File: src/rtl/dram_cyc_pkg.sv
// Package: shared cycle-kind encoding for the strobe decoder.
// Assumes the kind value doubles as the bit index of the one-hot report.
package dram_cyc_pkg;

    localparam int KIND_N = 7;

    typedef enum logic [2:0] {
        KIND_READ     = 3'd0,
        KIND_EARLY_WR = 3'd1,
        KIND_LATE_WR  = 3'd2,
        KIND_RMW      = 3'd3,
        KIND_RAS_ONLY = 3'd4,
        KIND_CBR      = 3'd5,
        KIND_HIDDEN   = 3'd6
    } cyc_kind_e;

    // Turn a kind value into its one-hot report vector.
    function automatic logic [KIND_N-1:0] kind_onehot(cyc_kind_e k);
        return KIND_N'(1) << k;
    endfunction

endpackage

File: src/rtl/strobe_sync.sv
// Module: multi-stage synchronizer for a vector of asynchronous inputs.
// Assumes the vector is stable across edges that matter for decoding, so
// that all bits of it arrive together. RST_VAL sets the value held in reset.
module strobe_sync #(
    parameter int             W       = 4,
    parameter int             STAGES  = 2,
    parameter logic [W-1:0]   RST_VAL = '0
) (
    input  logic         clk,
    input  logic         rst_n,
    input  logic [W-1:0] d,
    output logic [W-1:0] q
);

    logic [W-1:0] pipe [STAGES];

    generate
        for (genvar g = 0; g < STAGES; g++) begin : g_stage
            // One flop stage of the synchronizer chain.
            always_ff @(posedge clk) begin
                if (!rst_n) pipe[g] <= RST_VAL;
                else if (g == 0) pipe[g] <= d;
                else pipe[g] <= pipe[(g == 0) ? 0 : g-1];
            end
        end
    endgenerate

    assign q = pipe[STAGES-1];

endmodule

File: src/rtl/refresh_ctr.sv
// Module: internal refresh row counter.
// Assumes adv is a single-clock request; the row wraps modulo 2^W.
module refresh_ctr #(
    parameter int W = 12
) (
    input  logic         clk,
    input  logic         rst_n,
    input  logic         adv,
    output logic [W-1:0] row
);

    // Step the counter once per counter-driven refresh.
    always_ff @(posedge clk) begin
        if (!rst_n)   row <= '0;
        else if (adv) row <= row + W'(1);
    end

endmodule

File: src/rtl/cycle_classifier.sv
// Module: classifies memory cycles from the order of synchronized strobe edges.
// Assumes active-low synchronized strobes, and that the controller never moves
// two strobes in the same sample. Produces registered reports and drive enable.
module cycle_classifier
    import dram_cyc_pkg::*;
#(
    parameter int ADDR_W = 12,
    parameter int ROW_W  = 12,
    parameter int COL_W  = 10
) (
    input  logic              clk,
    input  logic              rst_n,
    input  logic              s_ras,
    input  logic              s_cas,
    input  logic              s_we,
    input  logic              s_oe,
    input  logic [ADDR_W-1:0] s_addr,
    input  logic [ROW_W-1:0]  ref_row,
    output logic              ref_adv,
    output logic              evt_valid,
    output cyc_kind_e         evt_kind,
    output logic [ROW_W-1:0]  evt_row,
    output logic [COL_W-1:0]  evt_col,
    output logic              drive_en
);

    logic p_ras, p_cas, p_we, p_oe;
    logic ras_fall, ras_rise, cas_fall, cas_rise, we_fall;
    logic row_act, cas_seen, acc_pend, acc_read, rd_ok;
    logic open_rd, drive_now;
    logic [ROW_W-1:0] row_q;
    logic [COL_W-1:0] col_q;

    // Keep the previous strobe sample for edge detection.
    always_ff @(posedge clk) begin
        if (!rst_n) begin
            p_ras <= 1'b1; p_cas <= 1'b1; p_we <= 1'b1; p_oe <= 1'b1;
        end else begin
            p_ras <= s_ras; p_cas <= s_cas; p_we <= s_we; p_oe <= s_oe;
        end
    end

    // Decode edges and the data-drive condition for this sample.
    always_comb begin
        ras_fall  = p_ras & ~s_ras;
        ras_rise  = ~p_ras & s_ras;
        cas_fall  = p_cas & ~s_cas;
        cas_rise  = ~p_cas & s_cas;
        we_fall   = p_we & ~s_we;
        open_rd   = cas_fall & row_act & s_we;
        drive_now = ~s_cas & ~s_oe & s_we & (rd_ok | open_rd);
        ref_adv   = ras_fall & ~s_cas;
    end

    // Track the cycle state and emit one report per classified cycle.
    always_ff @(posedge clk) begin
        if (!rst_n) begin
            row_act   <= 1'b0;
            cas_seen  <= 1'b0;
            acc_pend  <= 1'b0;
            acc_read  <= 1'b0;
            rd_ok     <= 1'b0;
            row_q     <= '0;
            col_q     <= '0;
            evt_valid <= 1'b0;
            evt_kind  <= KIND_READ;
            evt_row   <= '0;
            evt_col   <= '0;
            drive_en  <= 1'b0;
        end else begin
            evt_valid <= 1'b0;
            drive_en  <= drive_now;
            if (drive_now && acc_pend) acc_read <= 1'b1;

            if (ras_fall) begin
                if (!s_cas) begin
                    evt_valid <= 1'b1;
                    evt_kind  <= rd_ok ? KIND_HIDDEN : KIND_CBR;
                    evt_row   <= ref_row;
                    evt_col   <= '0;
                end else begin
                    row_act  <= 1'b1;
                    cas_seen <= 1'b0;
                    row_q    <= s_addr[ROW_W-1:0];
                end
            end

            if (cas_fall && row_act) begin
                cas_seen <= 1'b1;
                col_q    <= s_addr[COL_W-1:0];
                if (!s_we) begin
                    evt_valid <= 1'b1;
                    evt_kind  <= KIND_EARLY_WR;
                    evt_row   <= row_q;
                    evt_col   <= s_addr[COL_W-1:0];
                end else begin
                    acc_pend <= 1'b1;
                    acc_read <= ~s_oe;
                    rd_ok    <= 1'b1;
                end
            end

            if (we_fall) begin
                rd_ok <= 1'b0;
                if (acc_pend && !s_cas) begin
                    evt_valid <= 1'b1;
                    evt_kind  <= acc_read ? KIND_RMW : KIND_LATE_WR;
                    evt_row   <= row_q;
                    evt_col   <= col_q;
                    acc_pend  <= 1'b0;
                    acc_read  <= 1'b0;
                end
            end else if ((cas_rise || ras_rise) && acc_pend) begin
                if (acc_read) begin
                    evt_valid <= 1'b1;
                    evt_kind  <= KIND_READ;
                    evt_row   <= row_q;
                    evt_col   <= col_q;
                end
                acc_pend <= 1'b0;
                acc_read <= 1'b0;
            end

            if (cas_rise) rd_ok <= 1'b0;

            if (ras_rise) begin
                row_act <= 1'b0;
                if (row_act && !cas_seen) begin
                    evt_valid <= 1'b1;
                    evt_kind  <= KIND_RAS_ONLY;
                    evt_row   <= row_q;
                    evt_col   <= '0;
                end
            end
        end
    end

endmodule

File: src/rtl/dram_strobe_decoder.sv
// Module: top of the strobe cycle decoder.
// Synchronizes the asynchronous strobes and address, classifies each cycle,
// keeps the refresh row counter and reports one-hot kind, row and column.
// Assumes address and strobes pass through equal synchronizer depth.
module dram_strobe_decoder
    import dram_cyc_pkg::*;
#(
    parameter int ADDR_W      = 12,
    parameter int ROW_W       = 12,
    parameter int COL_W       = 10,
    parameter int SYNC_STAGES = 2
) (
    input  logic              clk,
    input  logic              rst_n,
    input  logic              ras_n,
    input  logic              cas_n,
    input  logic              we_n,
    input  logic              oe_n,
    input  logic [ADDR_W-1:0] addr,
    output logic              cyc_valid,
    output logic [6:0]        cyc_type,
    output logic [ROW_W-1:0]  cyc_row,
    output logic [COL_W-1:0]  cyc_col,
    output logic              data_oe
);

    localparam int STRB_W = 4;

    logic [STRB_W-1:0] s_strb;
    logic [ADDR_W-1:0] s_addr;
    logic              s_ras, s_cas, s_we, s_oe;
    logic [ROW_W-1:0]  ref_row;
    logic              ref_adv;
    logic              evt_valid;
    cyc_kind_e         evt_kind;

    strobe_sync #(.W(STRB_W), .STAGES(SYNC_STAGES), .RST_VAL('1)) u_sync_strb (
        .clk(clk), .rst_n(rst_n), .d({ras_n, cas_n, we_n, oe_n}), .q(s_strb)
    );

    strobe_sync #(.W(ADDR_W), .STAGES(SYNC_STAGES), .RST_VAL('0)) u_sync_addr (
        .clk(clk), .rst_n(rst_n), .d(addr), .q(s_addr)
    );

    // Split the synchronized strobe vector.
    always_comb begin
        {s_ras, s_cas, s_we, s_oe} = s_strb;
    end

    refresh_ctr #(.W(ROW_W)) u_ref (
        .clk(clk), .rst_n(rst_n), .adv(ref_adv), .row(ref_row)
    );

    cycle_classifier #(.ADDR_W(ADDR_W), .ROW_W(ROW_W), .COL_W(COL_W)) u_cls (
        .clk(clk), .rst_n(rst_n),
        .s_ras(s_ras), .s_cas(s_cas), .s_we(s_we), .s_oe(s_oe), .s_addr(s_addr),
        .ref_row(ref_row), .ref_adv(ref_adv),
        .evt_valid(evt_valid), .evt_kind(evt_kind),
        .evt_row(cyc_row), .evt_col(cyc_col), .drive_en(data_oe)
    );

    // Expand the registered kind into the one-hot report.
    always_comb begin
        cyc_valid = evt_valid;
        cyc_type  = evt_valid ? kind_onehot(evt_kind) : '0;
    end

endmodule

File: config.mk
export PLATFORM = sky130hd
export DESIGN_NAME = dram_strobe_decoder
export DESIGN_NICKNAME = d
export VERILOG_FILES = /design/src/rtl/dram_cyc_pkg.sv /design/src/rtl/strobe_sync.sv /design/src/rtl/refresh_ctr.sv /design/src/rtl/cycle_classifier.sv /design/src/rtl/dram_strobe_decoder.sv
export SDC_FILE = /design/constraint.sdc
export NUM_CORES = 1
export LEC_CHECK = 0
export ABC_AREA = 1
export BUFFER_PORTS_ARGS = -buffer_cell sky130_fd_sc_hd__buf_2
export CORE_MARGIN = 8
export CORE_UTILIZATION = 35
export CTS_BUF_LIST = sky130_fd_sc_hd__clkbuf_8 sky130_fd_sc_hd__clkbuf_16
export DETAILED_ROUTE_END_ITERATION = 6
export GPL_TIMING_DRIVEN = 0
export PLACE_DENSITY = 0.5
export SYNTH_ARGS = -nofsm -noshare
export SYNTH_HDL_FRONTEND = slang
export SYNTH_HIERARCHICAL = 1
export SYNTH_SLANG_ARGS = --single-unit
export TNS_END_PERCENT = 30
File: constraint.sdc
create_clock -name clk -period 1.95 [get_ports clk]
set_input_delay 0.2925 -clock clk [delete_from_list [all_inputs] [get_ports clk]]
set_output_delay 0.2925 -clock clk [all_outputs]
set_load 0.05 [all_outputs]
## Word-level counts from Yosys, hierarchy flattened

Memories as Yosys holds them, arrays and structs flattened.
Index checks and enable logic that the tools add are counted.

| word-level totals | value |
|---|---|
| register bits after elaboration | 69 |
| bits in latches | 0 |
| bits in writable memories | 32 |
| bits in read-only memories | 0 |
| bits of input ports | 18 |
| logic and storage cells | 121 |
| memories kept | 2 |

Memories:

| memory | words | bits a word | rd ports | clocked after memory_dff | write ports | line | text |
|---|---|---|---|---|---|---|---|
| u_sync_addr.pipe | 2 | 12 | 2 | 0 | 2 | strobe_sync.sv:15 | `logic [W-1:0] pipe [STAGES];` |
| u_sync_strb.pipe | 2 | 4 | 2 | 0 | 2 | strobe_sync.sv:15 |  |

| cells by class | value |
|---|---|
| add/sub/neg operators | 1 |
| $mul | 0 |
| div/mod/pow operators | 0 |
| $lt $le $gt $ge | 0 |
| eq/ne operators | 0 |
| shift-type cells | 1 |
| mux-type cells | 63 |
| bitwise operators | 23 |
| reductions and logical operators | 15 |

Operators with widths:

| cell | number |
|---|---|
| 2-to-1 mux 12 bit | 12 |
| 2-to-1 mux 10 bit | 10 |
| 2-to-1 mux 3 bit | 10 |
| 2-to-1 mux 1 bit | 27 |
| adder 12 x 1 -> 12 bit, second input constant | 1 |
| bitwise AND 1 bit | 11 |
| 2-to-1 mux 4 bit | 2 |
| 2-to-1 mux 7 bit | 1 |
| inverter 1 bit | 7 |
| << shifter 1 x 3 -> 7 bit, first input constant | 1 |
| AND reduction 2 bit | 3 |
| logical AND 1 bit | 5 |
| bitwise OR 1 bit | 5 |
| nonzero test 2 bit | 2 |
| OR reduction 3 bit | 1 |
| logical NOT 1 bit | 2 |
| 2-to-1 mux 2 bit | 1 |
| OR reduction 2 bit | 1 |
| logical OR 1 bit | 1 |

## Longest topological paths before layout

Gate-level depths: netlist (run 1).
An unclocked memory read counts as a cell.

| depth | value |
|---|---|
| word-level depth | 13 |
| depth in mapped cells | 10 |
| depth with buffers taken out | 9 |

## Cells and area by module

Netlist (run 1), hierarchy kept.

Modules (own cells, without submodules):

| module | instances | cells each | area each (sq um) | seq. area each (sq um) |
|---|---|---|---|---|
| cycle_classifier | 1 | 388 | 2636.3 | 1141.1 |
| strobe_sync (u_sync_addr) | 1 | 74 | 683.2 | 480.5 |
| refresh_ctr | 1 | 80 | 611.8 | 240.2 |
| strobe_sync (u_sync_strb) | 1 | 25 | 225.2 | 160.2 |
| dram_strobe_decoder | 1 | 16 | 62.6 | 0.0 |

## Worst setup path after synthesis (run 1)

OpenSTA, ideal clock, no wires.

| timing | value |
|---|---|
| path kind | register to output |
| from | reg u_cls.evt_valid |
| to | out cyc_type[4] |
| arrival time | 1.485 ns |
| data required time | 1.657 ns |
| slack | 0.172 ns |
| stages on the path, launching flop included | 3 |
| cells stage by stage | dfxtp_1 nand2_1 nor2_1 |

| on the way | value |
|---|---|
| word-level cells in the longest chain between the ends | 1 |

RTL lines:

| element | line | text |
|---|---|---|
| start, declared | cycle_classifier.sv:20 | `output logic evt_valid,` |
| start signal, assigned | cycle_classifier.sv:65 | `evt_valid <= 1'b0;` |
| start signal, assigned | cycle_classifier.sv:71 | `evt_valid <= 1'b0;` |
| start signal, assigned | cycle_classifier.sv:77 | `evt_valid <= 1'b1;` |
| 2-to-1 mux 7 bit | dram_strobe_decoder.sv:65 | `cyc_type = evt_valid ? kind_onehot(evt_kind) : '0;` |
| end, declared | dram_strobe_decoder.sv:21 | `output logic [6:0] cyc_type,` |

Every way passes these cells.

==> metrics.cfg, run 1 <==
[placement]
dp_worst_setup_slack_ns = 0.195
hpwl_um = 7350
dp.cells = 778
portBuffers = 48
place.gp.congestion = 0.763

[flow_run]
maxCapViolCount = 0

[clock_network]
root_buffer = clkbuf_16
clk_pin_slew_ns = 0.07
cts.htree.levels = 3
cts_setup_buffers = 0
cts-buffers-inserted = 9
cts-hold-fix-buffers = 0
cts_resized = 0
cts_tree = done
clk_latency_ns = 0.35
clock-sinks = 101
clk_path_buf_depth = 2

[layout]
n_antenna_cell = 0
fill_cells = 1257
area_delta_synth_final_pct = 17.1
multi_input_area_sq_um = 1680
seq_area_sq_um = 2020
stdcell_count = 793
final_nets = 661
drive_above_1_share_pct = 18.9
utilization_pct = 41.5

[logic_synthesis]
ys.flop_type = dfxtp_1
ys_warn_count = 6
synth_cell_type_count = 28
synth.avg_cell_area_sq_um = 7.24
async_reset_ff_share_pct = 0
synth_fp_nets = 602
synth-seq-cells = 101
yosysSeqAreaShare_pct = 47.9
synth_enable_flop_cells = 0
syn_inst = 583
syn_area_sq_um = 4220

[detailed_routing]
detail_route.wl_per_cell_um = 12.2
vias = 3563
initialDrtViolationCount = 189
dr.pass1.iters = 4
detail-route-antenna-nets = 0
routed_wl_um = 9700
drt_drc_violations_left = 0
vias_per_cell = 4.49

[critical_path]
path_max_fanout = 8
critPathCaptureType = flop
critPathLaunchType = flop
crit_type = flop to flop
arrival_ns = 2.00
worst_ep_required_time_ns = 2.23

[pwr]
switching_power_w = 0.000963
p_int_w = 0.00319
power_density_nw_per_um2 = 840
seqPwrFrac_pct = 51.5
p_clk_share_pct = 43.6
p_sw_share_pct = 23.2
power_w = 0.00415
max-vdd-ir-drop_v = 0.000459
p_leak_nw = 2.48
combPwrFrac_pct = 4.9

[timing]
tns_ns = 0
relSlewSlack_pct = 57.2
fin_worst_skew_ns = 0.00882
maxSlewViolCount = 0
worst_pin_slew_ns = 0.637
rsz0062_at_grt = no
hold_viol = 0
fmax_mhz = 582
setup_viol = 0
layout_min_cycle_time_ns = 1.72
fin_crit_sh_pct = 88.2
worst_slack_ns = 0.231

[global_routing]
grt_pass1_vias = 3402
grt_pass1_wl_um = 16100
antenna_found_initial = 0
gr-total-overflow = 0
grt_max_degree = 18
gr-usage-all-layers_pct = 12.5

[floorplanning]
io_pins = 49
die_w_um = 126
die-area_sq_um = 15800
start_util_pct = 35.4
fp-row-count = 40
die_y_um = 126
fp.coreArea_sq_um = 11900

[outcome]
status = complete, no violations

[hold_path]
hold_path.class = primary input to flop

==> power groups by stage <==
stage	Sequential, W	Clock, W	Combinational (W)
after floorplan	0.00219	0	0.000132
after detailed placement	0.00219	0	0.000205
after CTS	0.00214	0.00187	0.000205
after global placement	0.00219	0	0.000200
final	0.00214	0.00181	0.000202
after global routing	0.00214	0.00194	0.000232
==> area by class of cell <==
class                           instances  share of cell area, %
Multi-Input combinational cell        359                   34.0
Clock inverter                          6                   1.44
Clock buffer                            9                   4.56
Sequential cell                       101                   40.9
Tap cell                              147                   3.72
Buffer                                 22                   2.76
Inverter                              101                   7.67
Timing Repair Buffer                   48                   4.86
==> cell usage after synthesis, drive strengths merged (2+ instances only) <==
cell | instances | area, sq um
a21oi | 42 | 214
nand2 | 155 | 622
nor3 | 6 | 30.0
nand3 | 29 | 165
clkinv | 2 | 7.51
nand4 | 3 | 18.8
o21ai | 45 | 225
clkbuf | 4 | 15.0
buf | 18 | 121
nor2 | 72 | 350
a211oi | 3 | 22.5
dfxtp | 101 | 2020
inv | 99 | 372
==> routing by layer <==
layer / share of wire, % / routed length [um] / global-route usage [%] / vias to the layer above
li1: - / - / - / 1905
met1: 49 / 4720 / 15.1 / 1577
met2: 45 / 4350 / 20.2 / 65
met3: 4.1 / 396 / 3.76 / 16
met4: 2.4 / 233 / 5.45 / 0
met5: 0 / 0 / 0 / -
==> path summary, 6_finish.rpt <==
| check | start | to | slack, ns | depth (start not counted) |
|---|---|---|---|---|
| max | u_sync_strb/pipe[1][2]$_SDFF_PN1_ | u_ref/row[10]$_SDFFE_PN0P_ | 0.23 | 10 |
| min | ras_n | u_sync_strb/pipe[0][3]$_SDFF_PN1_ | 0.11 | 3 |
| max reg2reg | u_sync_strb/pipe[1][2]$_SDFF_PN1_ | u_ref/row[10]$_SDFFE_PN0P_ | 0.23 | 10 |
| min reg2reg | u_sync_strb/pipe[0][0]$_SDFF_PN1_ | u_sync_strb/pipe[1][0]$_SDFF_PN1_ | 0.40 | 2 |
==> sequential cells by signal (all words and copies together), names as in the netlist, 3 cells and up <==
signal            flops
u_cls/col_q          10
u_cls/evt_col        10
u_cls/evt_kind        3
u_cls/evt_row        12
u_cls/row_q          12
u_ref/row            12
u_sync_addr/pipe     24
u_sync_strb/pipe      8
==> kinds of logic (layout without fill, tap and decap cells) <==
group / after synthesis / count (layout) / synth area share, %
AO/OA/AOI/OAI: 91 / 91 / 11.1
buffers and inverters: 123 / 186 / 12.2
AND/OR/NAND/NOR: 267 / 267 / 28.4
adder cells (fa/ha/maj): 1 / 1 / 0.297
flip-flops: 101 / 101 / 47.9
==> cells in the final DEF, fill, tap and decap left out, types with 2 or more instances in the layout <==
cell       Yosys  routed
nand3_2        4       4
clkbuf_16      0       9
nand2_2       13      13
inv_2          7       7
clkbuf_1       4       4
nor2_8         2       2
dfxtp_1      101     101
inv_1         92      92
nand3_1       25      25
nor2_4         3       3
buf_4          3       3
buf_2         10      58
nand2_1      141     141
nor2_1        57      57
nor3_1         6       6
a21oi_1       41      41
clkinv_1       2       2
buf_6          4       4
a211oi_1       3       3
o21ai_0       45      45
nor2_2        10      10
nand4_1        3       3
inv_6          0       2
==> critical path, stage by stage, from the launching register on <==
cell	delay, ns
dfxtp_1	0.36
inv_2	0.14
nand3_2	0.19
inv_1	0.22
buf_4	0.19
nand2_4	0.10
nor2_8	0.16
nand3b_1	0.11
nand2_1	0.07
nand2_1	0.04
nor2_1	0.08
==> through the flow <==
step | hold WS, ns | instance area [sq um]
floorplan | 0.377 | 4220
global placement | 0.386 | 4640
detailed placement | 0.388 | 4640
CTS | 0.103 | 4940
global route | 0.104 | 4940
finish | 0.114 | 4940
(Power assumes the default switching activity.)
==> run 2, diff against run 1 <==
--- a/config.mk
+++ b/config.mk
@@ -5,14 +5,13 @@
 export SDC_FILE = /design/constraint.sdc
 export NUM_CORES = 1
 export LEC_CHECK = 0
-export ABC_AREA = 1
 export BUFFER_PORTS_ARGS = -buffer_cell sky130_fd_sc_hd__buf_2
 export CORE_MARGIN = 8
 export CORE_UTILIZATION = 35
 export CTS_BUF_LIST = sky130_fd_sc_hd__clkbuf_8 sky130_fd_sc_hd__clkbuf_16
 export DETAILED_ROUTE_END_ITERATION = 6
 export GPL_TIMING_DRIVEN = 0
-export PLACE_DENSITY = 0.5
+export PLACE_DENSITY = 0.51
 export SYNTH_ARGS = -nofsm -noshare
 export SYNTH_HDL_FRONTEND = slang
 export SYNTH_HIERARCHICAL = 1
==> metrics.cfg, run 2 <==
[placement]
place.gp.congestion = 0.769  ; was 0.763
portBuffers = 48  ; unchanged
dp.cells = 602  ; was 778
dpl_cell_area_sq_um = 4390  ; was 4640 sq um
hpwl_um = 7050  ; was 7350 um

[critical_path]
crit_slowest_cell = or4_1  ; was dfxtp_1
critPathCaptureType = flop  ; unchanged
reg2reg_from = u_sync_strb/pipe[1][2]$_SDFF_PN1_  ; unchanged
rr_worst_depth = 7  ; was 10
r2r_slack_ns = 0.05  ; was 0.23 ns
timing.rr.end = u_ref/row[10]$_SDFFE_PN0P_  ; unchanged
critPathLaunchType = flop  ; unchanged
startpoint = u_sync_strb/pipe[1][2]$_SDFF_PN1_  ; unchanged
path_cells = or3b_1, buf_6, clkinvlp_4, buf_12, nand4_4, or4_1, a21oi_1  ; was inv_2, nand3_2, inv_1, buf_4, nand2_4, nor2_8, nand3b_1, nand2_1, nand2_1, nor2_1
path_max_fanout = 11  ; was 8
crit_type = flop to flop  ; unchanged
crit_end = u_ref/row[10]$_SDFFE_PN0P_  ; unchanged
cpPeakStageDelay_ns = 0.52  ; was 0.36 ns
worst_ep_required_time_ns = 2.22  ; was 2.23 ns
arrival_ns = 2.17  ; was 2.00 ns

[timing]
rsz0062_at_grt = yes  ; was no
fin_worst_skew_ns = 0.00468  ; was 0.00882 ns
fmax_mhz = 526  ; was 582 MHz
tns_ns = 0  ; unchanged
maxSlewViolCount = 0  ; unchanged
setup_viol = 0  ; unchanged
layout_min_cycle_time_ns = 1.90  ; was 1.72 ns
worst_pin_slew_ns = 0.573  ; was 0.637 ns
fin_crit_sh_pct = 97.6  ; was 88.2%
hold_viol = 0  ; unchanged
relSlewSlack_pct = 61.8  ; was 57.2%
holdWs_ns = 0.124  ; was 0.114 ns

[layout]
multi_input_area_sq_um = 1890  ; was 1680 sq um
area_delta_synth_final_pct = 24.8  ; was 17.1%
seq_area_sq_um = 2030  ; was 2020 sq um
fill_cells = 1114  ; was 1257
design_area_sq_um = 4950  ; was 4940 sq um
largest-register = u_sync_addr/pipe  ; unchanged
drive_above_1_share_pct = 27.0  ; was 18.9%
stdcell_count = 628  ; was 793
n_antenna_cell = 0  ; unchanged
largest_reg_flops = 24  ; unchanged
final_nets = 499  ; was 661
layout_common_cells = dfxtp_1, nand2_1, buf_2  ; was nand2_1, dfxtp_1, inv_1
layout.cells.most_common = dfxtp_1  ; was nand2_1
utilization_pct = 44.1  ; was 41.5%

[pwr]
p_clk_share_pct = 44.7  ; was 43.6%
switching_power_w = 0.000884  ; was 0.000963 W
combPwrFrac_pct = 3.2  ; was 4.9%
p_leak_nw = 2.04  ; was 2.48 nW
power_density_nw_per_um2 = 825  ; was 840 nW/um^2
seqPwrFrac_pct = 52.0  ; was 51.5%
p_sw_share_pct = 21.6  ; was 23.2%
p_int_w = 0.00320  ; was 0.00319 W
max-vdd-ir-drop_v = 0.000529  ; was 0.000459 V

[logic_synthesis]
ys_warn_count = 6  ; unchanged
ys.flop_type = dfxtp_1  ; unchanged
yosysMostFrequentCell = dfxtp_1  ; was nand2_1
synthTopCellsByCount = dfxtp_1, nand2_1, a21oi_1, and2_2  ; was nand2_1, dfxtp_1, inv_1, nor2_1, o21ai_0
yosysTopAreaCell = dfxtp_1  ; unchanged
synth_area_leaders = dfxtp_1, a21oi_1, nand2_1  ; was dfxtp_1, nand2_1, inv_1
async_reset_ff_share_pct = 0  ; unchanged
synth_cell_type_count = 50  ; was 28
yosysSeqAreaShare_pct = 51.0  ; was 47.9%
syn_area_sq_um = 3970  ; was 4220 sq um
synth_top_area_share_pct = 51.0  ; was 47.9%
synth_enable_flop_cells = 0  ; unchanged
synth.avg_cell_area_sq_um = 9.65  ; was 7.24 sq um
synth_fp_nets = 430  ; was 602
synth-seq-cells = 101  ; unchanged
syn_inst = 411  ; was 583

[clock_network]
cts.htree.levels = 3  ; unchanged
clock-sinks = 101  ; unchanged
cts-hold-fix-buffers = 0  ; unchanged
cts-buffers-inserted = 9  ; unchanged
clk_latency_ns = 0.35  ; about the same
clk_pin_slew_ns = 0.07  ; about the same
root_buffer = clkbuf_16  ; unchanged
cts_tree = done  ; unchanged
clk_path_buf_depth = 2  ; unchanged

[global_routing]
antenna_found_initial = 0  ; unchanged
grt_pass1_wl_um = 16200  ; was 16100 um
gr-total-overflow = 0  ; unchanged
gr-usage-all-layers_pct = 13.8  ; was 12.5%
grt_pass1_vias = 3131  ; was 3402
grt_max_degree = 21  ; was 18

[detailed_routing]
detail_route.wl_per_cell_um = 15.4  ; was 12.2 um
detail-route-antenna-nets = 0  ; unchanged
initialDrtViolationCount = 180  ; was 189
vias_per_cell = 5.09  ; was 4.49
drt_drc_violations_left = 0  ; unchanged
vias = 3194  ; was 3563
dr.pass1.iters = 4  ; unchanged
routed_wl_um = 9650  ; was 9700 um

[floorplanning]
fp.coreArea_sq_um = 11200  ; was 11900 sq um
die_y_um = 122  ; was 126 um
die-area_sq_um = 15000  ; was 15800 sq um
io_pins = 49  ; unchanged
start_util_pct = 35.3  ; was 35.4%
die_w_um = 122  ; was 126 um
fp-row-count = 39  ; was 40

[flow_run]
maxCapViolCount = 0  ; unchanged

[outcome]
status = complete, no violations  ; unchanged

[hold_path]
hold_path.class = primary input to flop  ; unchanged

## run 2: kinds of logic (layout without fill, tap and decap cells)
group	after synthesis	in the layout	share of synthesized area, %
flip-flops	101	101	51.0
adder cells (fa/ha/maj)	1	1	0.315
AO/OA/AOI/OAI	89	89	14.9
XOR/XNOR	4	4	0.883
multiplexers	16	16	4.04
buffers and inverters	33	107	4.61
AND/OR/NAND/NOR	167	167	24.3
## run 2: critical path, delay by kind of cell (launching register included)
kind / cells / cell delay, ns
simple gates: 3 / 0.98
flops: 1 / 0.38
buf+inv: 3 / 0.33
compound gates: 1 / 0.12
## run 2: worst min path at each step
stage                                            from                                 to  slack, ns  depth (start not counted)
floorplan                                       rst_n  u_sync_strb/pipe[0][0]$_SDFF_PN1_       0.37                          1
global placement    u_sync_strb/pipe[0][1]$_SDFF_PN1_  u_sync_strb/pipe[1][1]$_SDFF_PN1_       0.39                          1
CTS                                              we_n  u_sync_strb/pipe[0][1]$_SDFF_PN1_       0.11                          2
detailed placement  u_sync_strb/pipe[0][0]$_SDFF_PN1_  u_sync_strb/pipe[1][0]$_SDFF_PN1_       0.40                          1
finish                                           we_n  u_sync_strb/pipe[0][1]$_SDFF_PN1_       0.12                          2
global route                                    ras_n  u_sync_strb/pipe[0][3]$_SDFF_PN1_       0.12                          2
## run 2: power by group through the flow
stage                     clock network, W   logic, W  registers (W)
after floorplan                          0  0.0000854        0.00216
after global placement                   0   0.000130        0.00217
after detailed placement                 0   0.000133        0.00217
after CTS                          0.00189   0.000136        0.00212
after global routing               0.00198   0.000149        0.00213
final                              0.00183   0.000133        0.00213
## run 2: per-layer routing
metal  GRT usage [%]  up-vias  wire [um]
li1                -     1611          -
met3            4.78       12        542
met5               0        -          0
met2            22.0       68       4490
met1            17.2     1503       4480
met4            4.42        0        140
## run 2: area by class of cell
| cell class | count | share of cell area (%) |
|---|---|---|
| tap | 143 | 3.62 |
| clock buffer | 10 | 4.83 |
| multi-input combinational | 277 | 38.2 |
| inverter | 7 | 0.607 |
| timing repair buffer | 60 | 7.43 |
| clock inverter | 6 | 1.42 |
| sequential | 101 | 41.0 |
| buffer | 24 | 2.93 |
## run 2: repair_timing
action | CTS | global route
gates cloned | 0 | 0
resized for setup | 11 | 18
setup buffers | 8 | 4
pin swaps | 2 | 4
setup endpoints to repair | 17 | 31
## run 2: per-stage QoR
| step | total power (W) | setup WS (ns) |
|---|---|---|
| global placement | 0.00230 | -0.219 |
| global route | 0.00426 | -0.0191 |
| detailed placement | 0.00230 | -0.244 |
| CTS | 0.00415 | -0.0179 |
| floorplan | 0.00225 | -0.0193 |
| finish | 0.00408 | 0.0477 |
==> run 3, diff against run 2 <==
--- a/config.mk
+++ b/config.mk
@@ -11,7 +11,7 @@
 export CTS_BUF_LIST = sky130_fd_sc_hd__clkbuf_8 sky130_fd_sc_hd__clkbuf_16
 export DETAILED_ROUTE_END_ITERATION = 6
 export GPL_TIMING_DRIVEN = 0
-export PLACE_DENSITY = 0.51
+export PLACE_DENSITY = 0.6
 export SYNTH_ARGS = -nofsm -noshare
 export SYNTH_HDL_FRONTEND = slang
 export SYNTH_HIERARCHICAL = 1
==> metrics.cfg, run 3 (synthesis results as in run 2) <==
[clock_network]
cts-hold-fix-buffers = 0  ; unchanged
cts.htree.levels = 3  ; unchanged
clk_pin_slew_ns = 0.07  ; about the same
clk_latency_ns = 0.35  ; about the same
root_buffer = clkbuf_16  ; unchanged
clk_path_buf_depth = 2  ; unchanged
cts_tree = done  ; unchanged
clock-sinks = 101  ; unchanged
cts-buffers-inserted = 9  ; unchanged

[timing]
layout_min_cycle_time_ns = 1.89  ; was 1.90 ns
hold_viol = 0  ; unchanged
fin_crit_sh_pct = 97.1  ; was 97.6%
tns_ns = 0  ; unchanged
fin_worst_skew_ns = 0.00725  ; was 0.00468 ns
setup_viol = 0  ; unchanged
worst_slack_ns = 0.0560  ; was 0.0477 ns
maxSlewViolCount = 0  ; unchanged
relSlewSlack_pct = 62.3  ; was 61.8%
fmax_mhz = 528  ; was 526 MHz
worst_pin_slew_ns = 0.565  ; was 0.573 ns

[critical_path]
cpPeakStageDelay_ns = 0.56  ; was 0.52 ns
critPathBufInv = 1  ; was 3
crit_type = flop to flop  ; unchanged
path_max_fanout = 7  ; was 11
cp_top_family = simple AND/OR/NAND/NOR gates  ; unchanged
worst_ep_required_time_ns = 2.22  ; about the same
crit_slowest_cell = or4_1  ; unchanged
critPathLaunchType = flop  ; unchanged
path_cells = or3b_4, clkinvlp_4, nand4_4, or4_1, a21oi_1  ; was or3b_1, buf_6, clkinvlp_4, buf_12, nand4_4, or4_1, a21oi_1
arrival_ns = 2.16  ; was 2.17 ns
critPathCaptureType = flop  ; unchanged

[layout]
drive_above_1_share_pct = 27.0  ; about the same
fill_cells = 1083  ; was 1114
area_delta_synth_final_pct = 24.0  ; was 24.8%
final_nets = 501  ; was 499
largest-register = u_sync_addr/pipe  ; unchanged
layout_common_cells = dfxtp_1, nand2_1, buf_2  ; unchanged
n_antenna_cell = 0  ; unchanged
stdcell_count = 629  ; was 628
largest_reg_flops = 24  ; unchanged
layout.cells.most_common = dfxtp_1  ; unchanged

[hold_path]
hold_path.class = primary input to flop  ; unchanged

[global_routing]
antenna_found_initial = 0  ; unchanged
grt_pass1_vias = 3263  ; was 3131
gr-total-overflow = 0  ; unchanged
gr-usage-all-layers_pct = 13.9  ; was 13.8%
grt_pass1_wl_um = 16400  ; was 16200 um
grt_max_degree = 21  ; unchanged

[placement]
portBuffers = 48  ; unchanged
place.gp.congestion = 0.812  ; was 0.769
dp.cells = 602  ; unchanged
dp_worst_setup_slack_ns = -0.276  ; was -0.244 ns
hpwl_um = 6950  ; was 7050 um

[floorplanning]
die-area_sq_um = 15000  ; unchanged
fp-row-count = 39  ; unchanged
die_w_um = 122  ; unchanged
io_pins = 49  ; unchanged
start_util_pct = 35.3  ; unchanged
fp.coreArea_sq_um = 11200  ; unchanged
die_y_um = 122  ; unchanged

[pwr]
power_density_nw_per_um2 = 823  ; was 825 nW/um^2
p_leak_nw = 2.04  ; about the same
max-vdd-ir-drop_v = 0.000635  ; was 0.000529 V

[detailed_routing]
detail-route-antenna-nets = 0  ; unchanged
routed_wl_um = 10100  ; was 9650 um
detail_route.wl_per_cell_um = 16.1  ; was 15.4 um
initialDrtViolationCount = 223  ; was 180
vias_per_cell = 5.15  ; was 5.09
dr.pass1.iters = 4  ; unchanged
vias = 3239  ; was 3194
drt_drc_violations_left = 0  ; unchanged

[outcome]
status = complete, no violations  ; unchanged

[flow_run]
maxCapViolCount = 0  ; unchanged

## run 3: layout make-up
type / instances / area (sq um) / area share, %
clock buffer: 9 / 225 / 4.58
multi-input combinational: 278 / 1880 / 38.2
timing repair buffer: 61 / 370 / 7.53
clock inverter: 6 / 68.8 / 1.40
tap: 143 / 179 / 3.64
buffer: 24 / 144 / 2.93
sequential: 101 / 2020 / 41.2
inverter: 7 / 30.0 / 0.611
## run 3: worst paths after layout
| check | from | end | slack [ns] | cells past startpoint |
|---|---|---|---|---|
| setup / recovery | u_sync_strb/pipe[1][3]$_SDFF_PN1_ | u_ref/row[5]$_SDFFE_PN0P_ | 0.06 | 5 |
| hold / removal | cas_n | u_sync_strb/pipe[0][2]$_SDFF_PN1_ | 0.12 | 2 |
| setup reg to reg | u_sync_strb/pipe[1][3]$_SDFF_PN1_ | u_ref/row[5]$_SDFFE_PN0P_ | 0.06 | 5 |
| hold reg to reg | u_sync_strb/pipe[0][1]$_SDFF_PN1_ | u_sync_strb/pipe[1][1]$_SDFF_PN1_ | 0.41 | 1 |
## run 3: repair_timing
item                                    in CTS  in global routing
hold endpoints to repair                     0                  0
gates cloned                                 0                  1
endpoints found under the setup margin      17                 30
setup buffers                                9                  4
gates resized for setup                     13                 17
pin swaps                                    4                  9
## run 3: where the power goes
part           switching (W)  internal, W
Clock               0.000785     0.000999
Combinational      0.0000754    0.0000596
Sequential         0.0000262      0.00210
## run 3: per-stage QoR
step | power (W) | cell area, sq um | hold WS [ns] | util, %
6_report | 0.00405 | 4920 | 0.122 | 43.8
5_1_grt | 0.00419 | 4920 | 0.111 | 43.8
4_1_cts | 0.00409 | 4850 | 0.110 | 43.2
3_5_place_dp | 0.00230 | 4390 | 0.402 | 39.1
3_3_place_gp | 0.00230 | 4390 | 0.397 | 39.1
2_1_floorplan | 0.00225 | 3970 | 0.366 | -
## run 3: layer usage
layer | up-vias | global-route usage, % | share of wire (%) | wire length [um]
met4 | 0 | 4.95 | 1.1 | 113
met5 | - | 0 | 0 | 0
met3 | 13 | 4.88 | 6.3 | 641
li1 | 1614 | - | - | -
met1 | 1530 | 17.3 | 47 | 4720
met2 | 82 | 21.8 | 46 | 4660
